[src/rtl/flash_emu.sv]
module flash_emu #(
  parameter int BLOCKS      = 4,
  parameter int PAGES       = 4,
  parameter int MAIN_BYTES  = 16,
  parameter int SPARE_BYTES = 4,
  parameter int T_READ      = 3,
  parameter int T_PROG      = 6,
  parameter int T_ERASE     = 10,
  parameter int WEAR_W      = 16,
  localparam int PAGE_BYTES = MAIN_BYTES + SPARE_BYTES,
  localparam int NPG        = BLOCKS * PAGES,
  localparam int TOTAL      = NPG * PAGE_BYTES,
  localparam int BA_W       = $clog2(BLOCKS + 1),
  localparam int PA_W       = $clog2(PAGES + 1),
  localparam int BW         = (BLOCKS > 1) ? $clog2(BLOCKS) : 1,
  localparam int LIN_W      = (NPG > 1) ? $clog2(NPG) : 1,
  localparam int ADDR_W     = $clog2(TOTAL),
  localparam int IDX_W      = $clog2(PAGE_BYTES),
  localparam int LAT_W      = $clog2(T_ERASE + 1)
) (
  input  logic              clk,
  input  logic              rst_n,
  input  logic              cmd_valid,
  output logic              cmd_ready,
  input  logic [1:0]        cmd_op,
  input  logic [BA_W-1:0]   cmd_block,
  input  logic [PA_W-1:0]   cmd_page,
  input  logic              cmd_strict,
  input  logic              in_valid,
  input  logic [7:0]        in_data,
  output logic              in_ready,
  output logic              out_valid,
  output logic [7:0]        out_data,
  output logic              busy,
  output logic              done,
  output logic              fail,
  output logic              strict_err,
  input  logic [BW-1:0]     wear_sel,
  output logic [WEAR_W-1:0] wear_count
);

  localparam logic [1:0] OP_READ  = 2'd0;
  localparam logic [1:0] OP_PROG  = 2'd1;
  localparam logic [1:0] OP_ERASE = 2'd2;

  typedef enum logic [1:0] {S_IDLE, S_LOAD, S_WAIT, S_STREAM} state_t;

  state_t            state;
  logic [1:0]        op_q;
  logic [BW-1:0]     blk_q;
  logic [LIN_W-1:0]  lin_q;
  logic              strict_q;
  logic [IDX_W-1:0]  idx_q;
  logic [LAT_W-1:0]  cnt_q;
  logic [NPG-1:0]    written;
  logic [WEAR_W-1:0] wear [BLOCKS];
  logic [7:0]        mem [TOTAL];

  logic              accept, in_range, last;
  logic [LIN_W-1:0]  cmd_lin;
  logic [ADDR_W-1:0] addr;
  logic [7:0]        old_byte;

  assign busy      = state != S_IDLE;
  assign cmd_ready = !busy;
  assign in_ready  = state == S_LOAD;
  assign out_valid = state == S_STREAM;
  assign accept    = cmd_valid && cmd_ready;
  assign in_range  = (cmd_block < BA_W'(BLOCKS)) && (cmd_op != 2'd3) &&
                     (cmd_op == OP_ERASE || cmd_page < PA_W'(PAGES));
  assign cmd_lin   = LIN_W'(int'(cmd_block) * PAGES + int'(cmd_page));
  assign addr      = ADDR_W'(int'(lin_q) * PAGE_BYTES + int'(idx_q));
  assign old_byte  = written[lin_q] ? mem[addr] : 8'hFF;
  assign last      = idx_q == IDX_W'(PAGE_BYTES - 1);
  assign out_data  = out_valid ? old_byte : 8'h00;
  assign wear_count = wear[wear_sel];

  always_ff @(posedge clk) begin
    if (state == S_LOAD && in_valid)
      mem[addr] <= old_byte & in_data;
  end

  always_ff @(posedge clk or negedge rst_n) begin
    if (!rst_n) begin
      state      <= S_IDLE;
      op_q       <= OP_READ;
      blk_q      <= '0;
      lin_q      <= '0;
      strict_q   <= 1'b0;
      idx_q      <= '0;
      cnt_q      <= '0;
      written    <= '0;
      done       <= 1'b0;
      fail       <= 1'b0;
      strict_err <= 1'b0;
      for (int b = 0; b < BLOCKS; b++) wear[b] <= '0;
    end else begin
      done <= 1'b0;
      case (state)
        S_IDLE: if (accept) begin
          fail       <= 1'b0;
          strict_err <= 1'b0;
          op_q       <= cmd_op;
          blk_q      <= BW'(cmd_block);
          lin_q      <= cmd_lin;
          strict_q   <= cmd_strict;
          idx_q      <= '0;
          if (!in_range) begin
            done <= 1'b1;
            fail <= 1'b1;
          end else if (cmd_op == OP_PROG) begin
            state <= S_LOAD;
          end else begin
            state <= S_WAIT;
            cnt_q <= (cmd_op == OP_READ) ? LAT_W'(T_READ - 1) : LAT_W'(T_ERASE - 1);
          end
        end
        S_LOAD: if (in_valid) begin
          if (strict_q && |(in_data & ~old_byte)) strict_err <= 1'b1;
          idx_q <= idx_q + IDX_W'(1);
          if (last) begin
            written[lin_q] <= 1'b1;
            idx_q <= '0;
            cnt_q <= LAT_W'(T_PROG - 1);
            state <= S_WAIT;
          end
        end
        S_WAIT: begin
          if (cnt_q != '0) begin
            cnt_q <= cnt_q - LAT_W'(1);
          end else if (op_q == OP_READ) begin
            state <= S_STREAM;
          end else begin
            if (op_q == OP_ERASE) begin
              for (int p = 0; p < PAGES; p++)
                written[LIN_W'(int'(blk_q) * PAGES + p)] <= 1'b0;
              wear[blk_q] <= wear[blk_q] + WEAR_W'(1);
            end
            state <= S_IDLE;
            done  <= 1'b1;
          end
        end
        S_STREAM: begin
          idx_q <= idx_q + IDX_W'(1);
          if (last) begin
            idx_q <= '0;
            state <= S_IDLE;
            done  <= 1'b1;
          end
        end
        default: state <= S_IDLE;
      endcase
    end
  end

endmodule

[config.mk]
export PLATFORM = sky130hd
export DESIGN_NAME = flash_emu
export DESIGN_NICKNAME = d
export VERILOG_FILES = /design/src/rtl/flash_emu.sv
export SDC_FILE = /design/constraint.sdc
export NUM_CORES = 2
export LEC_CHECK = 0
export BUFFER_PORTS_ARGS = -buffer_cell sky130_fd_sc_hd__buf_2
export CAP_MARGIN = 10
export CELL_PAD_IN_SITES_DETAIL_PLACEMENT = 2
export CELL_PAD_IN_SITES_GLOBAL_PLACEMENT = 2
export CORE_MARGIN = 2
export CORE_UTILIZATION = 46
export DETAILED_ROUTE_END_ITERATION = 10
export HOLD_SLACK_MARGIN = 0.06
export PLACE_DENSITY = 0.85
export SLEW_MARGIN = 20
export SYNTH_ARGS = -nofsm -noshare
export SYNTH_HDL_FRONTEND = slang
export SYNTH_SLANG_ARGS = --single-unit
[constraint.sdc]
create_clock -name clk -period 14.5 [get_ports clk]
set_clock_uncertainty 0.15 [all_clocks]
set_input_delay 0 -clock clk [delete_from_list [all_inputs] [get_ports clk]]
set_output_delay 0 -clock clk [all_outputs]
set_load 0.005 [all_outputs]
Word-level counts from Yosys, hierarchy flattened
Memory sizes are Yosys's and may differ from the RTL's.
Index checks and enable logic that the tools add are counted.
{ "word_totals": {"ff_bits": 103, "latchBits": 0, "mem_bits_rw": 2560, "romBits": 0, "inputBits": 23, "out_inout_bits": 31, "elab_cells": 167, "n_memories": 1} }
{ "classes": {"add_sub_neg": 8, "multipliers": 1, "n_div": 0, "order_cmp": 15, "eq_ne": 19, "shift": 0, "n_mux": 62, "bitwise_logic": 16, "reduce_logical": 30} }
{ "memory_table": {"columns": ["memory", "words", "width", "read_ports", "rd_clocked_by_memory_dff", "wr", "line", "source"], "rows": [
  ["mem", 320, 8, 1, 0, 1, "57", "logic [7:0] mem [TOTAL];"]
]} }
{ "ops": {"columns": ["cell", "count"], "rows": [
  ["2-to-1 mux 16 bit", 10],
  ["bitwise AND 16 bit", 4],
  ["binary-select mux 16 bit (select 2 bit)", 2],
  ["bitwise mux 64 bit", 1],
  ["NOT 16 bit", 3],
  ["demux 16 bit (select 2 bit)", 1],
  ["case mux 16 bit (2 select lines)", 1],
  ["2-to-1 mux 4 bit", 7],
  ["less-than comparator 4 x 6 -> 1 bit, second input constant", 4],
  ["greater-or-equal comparator 4 x 1 -> 1 bit, second input constant", 5],
  ["!= test 2 bit, second input constant", 9],
  ["adder 16 x 1 -> 16 bit, second input constant", 1],
  ["bitwise AND 8 bit", 2],
  ["demux 1 bit (select 4 bit)", 4],
  ["2-to-1 mux 1 bit", 16],
  ["2-to-1 mux 2 bit", 8],
  ["2-to-1 mux 8 bit", 2],
  ["NOT 13 -> 16 bit", 1],
  ["OR 16 bit", 1],
  ["2-to-1 mux 5 bit", 3],
  ["case mux 5 bit (3 select lines)", 1],
  ["case mux 4 bit (3 select lines)", 1],
  ["AND reduction 6 bit", 2],
  ["logical AND 1 bit", 11],
  ["other kinds (34)", 51]
]} }

Depth between registers and ports, before layout
{ "depth": {"word_depth": 13, "mapped_depth": 16, "mapped_depth_nobuf": 12} }

Worst setup path after synthesis
OpenSTA, ideal clock, no wires.
{ "synth_path": {"kind": "register -> register", "from": "register lin_q[1]", "to": "memory mem[0][2] (data pin)", "setup_time_ns": 2.111, "arrival_time_ns": 12.459, "slack_ns": -0.220, "stages_incl_launch_ff": 11, "synth_period_minus_slack_ns": 14.720, "path_cell_list": "dfrtp_1 > ha_1 > ha_1 > fa_1 > nand2_1 > or3_1 > a211oi_1 > o211ai_1 > o22a_1 > a2bb2oi_1 > a31oi_1"} }
{ "synth_between": {"elab_chain_len": 5} }
{ "synth_rtl": {"columns": ["item", "line", "source"], "rows": [
  ["from (decl)", "51", "logic [LIN_W-1:0] lin_q;"],
  ["from (signal assigned)", "105", "lin_q <= cmd_lin;"],
  ["multiplier 4 x 3 -> 7 bit", "72", "assign addr = ADDR_W'(int'(lin_q) * PAGE_BYTES + int'(idx_q));"],
  ["adder 9 x 5 -> 9 bit", "72", null],
  ["memory read (320 x 8 bit)", null, null],
  ["2-to-1 mux 8 bit (*)", "73", "assign old_byte = written[lin_q] ? mem[addr] : 8'hFF;"],
  ["bitwise AND 8 bit (*)", "80", "mem[addr] <= old_byte & in_data;"],
  ["to (decl)", "57", null]
]} }
Mark *: on every way between the ends. The rest lies on a longest branch, timed or not. The select of a mux whose other input is x is not followed.

Worst setup path in the final report
{ "layout_path": {"from": "register lin_q[0]", "to": "memory mem[264][0] (data pin)"} }
The elaborated chain is that of the path after synthesis.

==> results.py <==
metrics = {
    "sta": {
        "maxSlewViolCount": 0,
        "rsz0062_at_grt": "false",
        "layout_min_cycle_time_ns": 8.77,
        "finalHoldViolations": 0,
        "setup-violations-final": 0,
        "pnr_worst_setup_slack_ns": 5.73,
        "maximum_clock_frequency_mhz": 114,
        "tns_ns": 0,
        "max_slew.worst_pin.slew_ns": 1.41,
        "post-route-period-util_pct": 60.5,
        "hold_slack_ns": 0.139,
        "slew_headroom_pct": 5.92,
    },
    "place": {
        "dp_worst_setup_slack_ns": 5.89,
        "dp.final_hpwl_mm": 263,
        "place_congestion": 0.918,
        "port_bufs": 53,
    },
    "synth": {
        "synth.distinct_cells": 79,
        "synth-edff-count": 2560,
        "synthDominantCellAreaShare_pct": 73.1,
        "yosysTopAreaCell": "sky130_fd_sc_hd__edfxtp_1",
        "asyncSetResetFlopFracSynth_pct": 3.87,
        "post_synth_instance_area_mm2": 0.105,
        "synth-seq-cells": 2663,
        "synth_cells": 5159,
        "synth.yosys.seq_area_share_pct": 75.5,
        "postSynthNetCount": 5203,
        "synth-warning-count": 0,
        "synth_ff_type": "sky130_fd_sc_hd__edfxtp_1",
        "syn_area_per_cell_um2": 20.4,
        "ys_top_cells_by_area": "sky130_fd_sc_hd__edfxtp_1, sky130_fd_sc_hd__mux4_2, sky130_fd_sc_hd__dfrtp_1",
    },
    "power": {
        "p_sw_share_pct": 43.6,
        "irDropWorstVdd_mv": 0.274,
        "leakagePower_nw": 37.1,
        "internal_power_mw": 17.3,
        "share_comb_of_total_power_pct": 42.3,
        "seq_power_share_pct": 32.7,
        "power_per_cell_area_mw_per_mm2": 259,
        "power_frac_clock_pct": 25.0,
        "switching_power_mw": 13.4,
    },
    "worst_setup_path": {
        "crit_required_ns": 15.08,
        "critical_path.reg2reg.startpoint": "lin_q[0]$_DFFE_PN0P_",
        "endpoint_kind": "register",
        "criticalPathCategory": "reg2reg",
        "worst-path-max-fanout": 89,
        "worst_path_dominant_cell_family": "simple AND/OR/NAND/NOR gates",
        "setup.reg_to_reg.worst_slack_ns": 5.73,
        "path_buf_inv": 5,
        "critical_path_origin": "lin_q[0]$_DFFE_PN0P_",
        "worstPathArrival_ns": 9.35,
        "cp_cell_sequence": "ha_4 > fa_4 > buf_4 > buf_4 > nor2_4 > a22oi_1 > o21ai_0 > a221oi_1 > o311ai_0 > nand3_1 > and4_1 > nor2b_4 > buf_6 > buf_6 > buf_16",
        "worstSetupStartpointType": "register",
        "max_incr_delay_on_cp_ns": 0.86,
        "crit_path_top_delay_cell": "sky130_fd_sc_hd__dfrtp_1",
    },
    "min_path": {
        "timing.hold.worst.start": "in_data[0]",
        "hold_path_class": "in2reg",
    },
    "cells_and_area": {
        "area_grow_syn2layout_pct": 13.0,
        "mostFrequentLayoutCell": "sky130_fd_sc_hd__edfxtp_1",
        "final_cell_mix": "sky130_fd_sc_hd__edfxtp_1, sky130_fd_sc_hd__mux4_2, sky130_fd_sc_hd__nor2_1",
        "postLayoutCoreUtil_pct": 52.3,
        "drive_gt1_share_pct": 25.1,
        "nNetsFinal": 5408,
    },
    "clock_network": {
        "cts-buffers-inserted": 297,
        "cts.sinks": 2663,
        "clock_path_buffers": 4,
        "clock_tree_from_tritoncts": "yes",
        "worst_setup_hold_path_clk_slew_ns": 0.07,
        "insertion_delay_ns": 1.04,
        "ctsHtreeMaxLevel": 5,
        "clk_root_buffer_cell": "sky130_fd_sc_hd__clkbuf_16",
    },
    "global_route": {
        "gr-total-overflow": 0,
        "groute.layer.met2.usage_pct": 60.8,
        "total_track_usage_pct": 38.9,
        "grt_use_met1_pct": 46.9,
        "initial_antenna_violation_count": 57,
        "first_global_vias": 64600,
        "grt_pass1_wl_mm": 607,
        "grt_use_met3_pct": 11.8,
        "busiest_layer": "met2",
        "largest_net_degree_at_the_start_of_global_routing": 225,
    },
    "detailed_routing": {
        "post-route-drc-count": 0,
        "detail_route.wl_per_cell_um": 52.9,
        "postRouteAntennaNets": 0,
        "first_iter_violations": 11400,
        "vias_per_cell": 7.39,
        "drt_wl_total_mm": 455,
        "firstDrtPassIters": 7,
        "num_vias": 63600,
    },
    "job": {
        "drv_cap": 0,
    },
    "die": {
        "num_rows": 175,
        "fp.dieH_um": 482,
        "starting_density_of_the_core_pct": 46.3,
        "placeableCoreArea_mm2": 0.227,
        "top_level_ports": 54,
        "die_area_mm2": 0.232,
        "die-width_um": 482,
    },
    "outcome": {
        "result_of_the_run": "finished, final reports clean",
    },
}
[power by group through the flow]
| stage | sequential [mW] | combinational (mW) | clock (mW) |
|---|---|---|---|
| 2_1_floorplan | 10.6 | 5.84 | 0 |
| 3_3_place_gp | 10.2 | 10.3 | 0 |
| 3_5_place_dp | 10.2 | 11.4 | 0 |
| 4_1_cts | 10.1 | 11.9 | 7.62 |
| 5_1_grt | 10.1 | 12.6 | 7.87 |
| 6_report | 10.1 | 13.0 | 7.67 |
[worst paths after layout]
check,end,cells after the start
worst max-delay path,mem[264][0]$_DFFE_PP_,15
worst min-delay path,mem[189][0]$_DFFE_PP_,3
worst max register to register,mem[264][0]$_DFFE_PP_,15
worst min register to register,written[11]$_DFFE_PN0P_,1
max in group asynchronous,idx_q[1]$_DFFE_PN0P_,5
min in group asynchronous,wear[58]$_DFFE_PN0P_,5
[cell families (layout without fill, tap and decap cells)]
logic type / Yosys count / count (layout) / synth area share (%)
DFF: 2663 / 2663 / 75.5
muxes: 828 / 828 / 16.0
buffers and inverters: 331 / 742 / 1.65
adders and majority gates: 21 / 21 / 0.264
xor gates and xnor gates: 18 / 18 / 0.150
other: 0 / 17 / 0
AOI/OAI and AO/OA: 450 / 450 / 2.99
and+or+nand+nor: 848 / 848 / 3.39
[Yosys cell counts, types with 7 or more instances]
cell type / number
sky130_fd_sc_hd__a21o_1: 11
sky130_fd_sc_hd__xnor2_1: 12
sky130_fd_sc_hd__buf_1: 23
sky130_fd_sc_hd__nor3_1: 26
sky130_fd_sc_hd__and2_1: 15
sky130_fd_sc_hd__nand2_1: 277
sky130_fd_sc_hd__clkbuf_1: 131
sky130_fd_sc_hd__nor2_1: 397
sky130_fd_sc_hd__buf_6: 33
sky130_fd_sc_hd__edfxtp_1: 2560
sky130_fd_sc_hd__mux2_2: 37
sky130_fd_sc_hd__a211oi_1: 13
sky130_fd_sc_hd__mux2i_1: 111
sky130_fd_sc_hd__a22oi_1: 59
sky130_fd_sc_hd__a221o_1: 7
sky130_fd_sc_hd__o21ai_0: 78
sky130_fd_sc_hd__a22o_1: 34
sky130_fd_sc_hd__buf_4: 34
sky130_fd_sc_hd__nor2b_1: 14
sky130_fd_sc_hd__a32o_1: 7
sky130_fd_sc_hd__and3_1: 15
sky130_fd_sc_hd__nand3_1: 53
sky130_fd_sc_hd__dfrtp_1: 103
sky130_fd_sc_hd__a31oi_1: 15
sky130_fd_sc_hd__buf_2: 90
sky130_fd_sc_hd__o22ai_1: 27
sky130_fd_sc_hd__o211ai_1: 21
sky130_fd_sc_hd__a21oi_1: 81
sky130_fd_sc_hd__a221oi_1: 16
sky130_fd_sc_hd__ha_1: 19
sky130_fd_sc_hd__nor4_1: 8
sky130_fd_sc_hd__nand4_1: 9
sky130_fd_sc_hd__inv_1: 18
sky130_fd_sc_hd__mux4_2: 680
sky130_fd_sc_hd__a32oi_1: 8
[worst min-delay path: stages]
cell	delay, ns
sky130_fd_sc_hd__dlygate4sd3_1	0.54
sky130_fd_sc_hd__buf_2	0.21
sky130_fd_sc_hd__nor2b_4	0.28
[per-layer routing]
layer | vias up | routed length (um) | part of all wire, %
met3 | 1978 | 55300 | 12
met2 | 6186 | 209000 | 46
met5 | - | 462 | 0.10
li1 | 21700 | - | -
met4 | 62 | 39300 | 8.6
met1 | 33600 | 150000 | 33
[repair_timing]
action | CTS | global route
hold buffers | 46 | 0
resized for setup | 0 | 0
hold endpoints to repair | 535 | 0
buffers inserted | 0 | 0
[through the flow]
step	power (mW)	std cells	instance area, um2
final	30.7	8596	119000
after detailed placement	21.7	8017	109000
after global placement	20.5	8016	109000
after global routing	30.5	8582	119000
after floorplan	16.4	5159	105000
after CTS	29.6	8568	118000
[final cells by class]
type / instances / area (um2)
fill: 19400 / 108000
sequential: 2663 / 79500
multi-input combinational: 2165 / 24400
clock buffer: 384 / 7960
tap: 3009 / 3760
timing repair buffer: 217 / 2030
clock inverter: 121 / 1110
inverter: 20 / 77.6
antenna: 17 / 42.5
[registers in the layout, summed over array words and instances (netlist names)]
signal and count:
blk_q 2, cnt_q 4, done 1, fail 1, idx_q 5, lin_q 4, mem 2560, op_q 2
state 2, strict_err 1, strict_q 1, wear 64, written 16
Note: power is estimated with default switching activity, not from simulation.
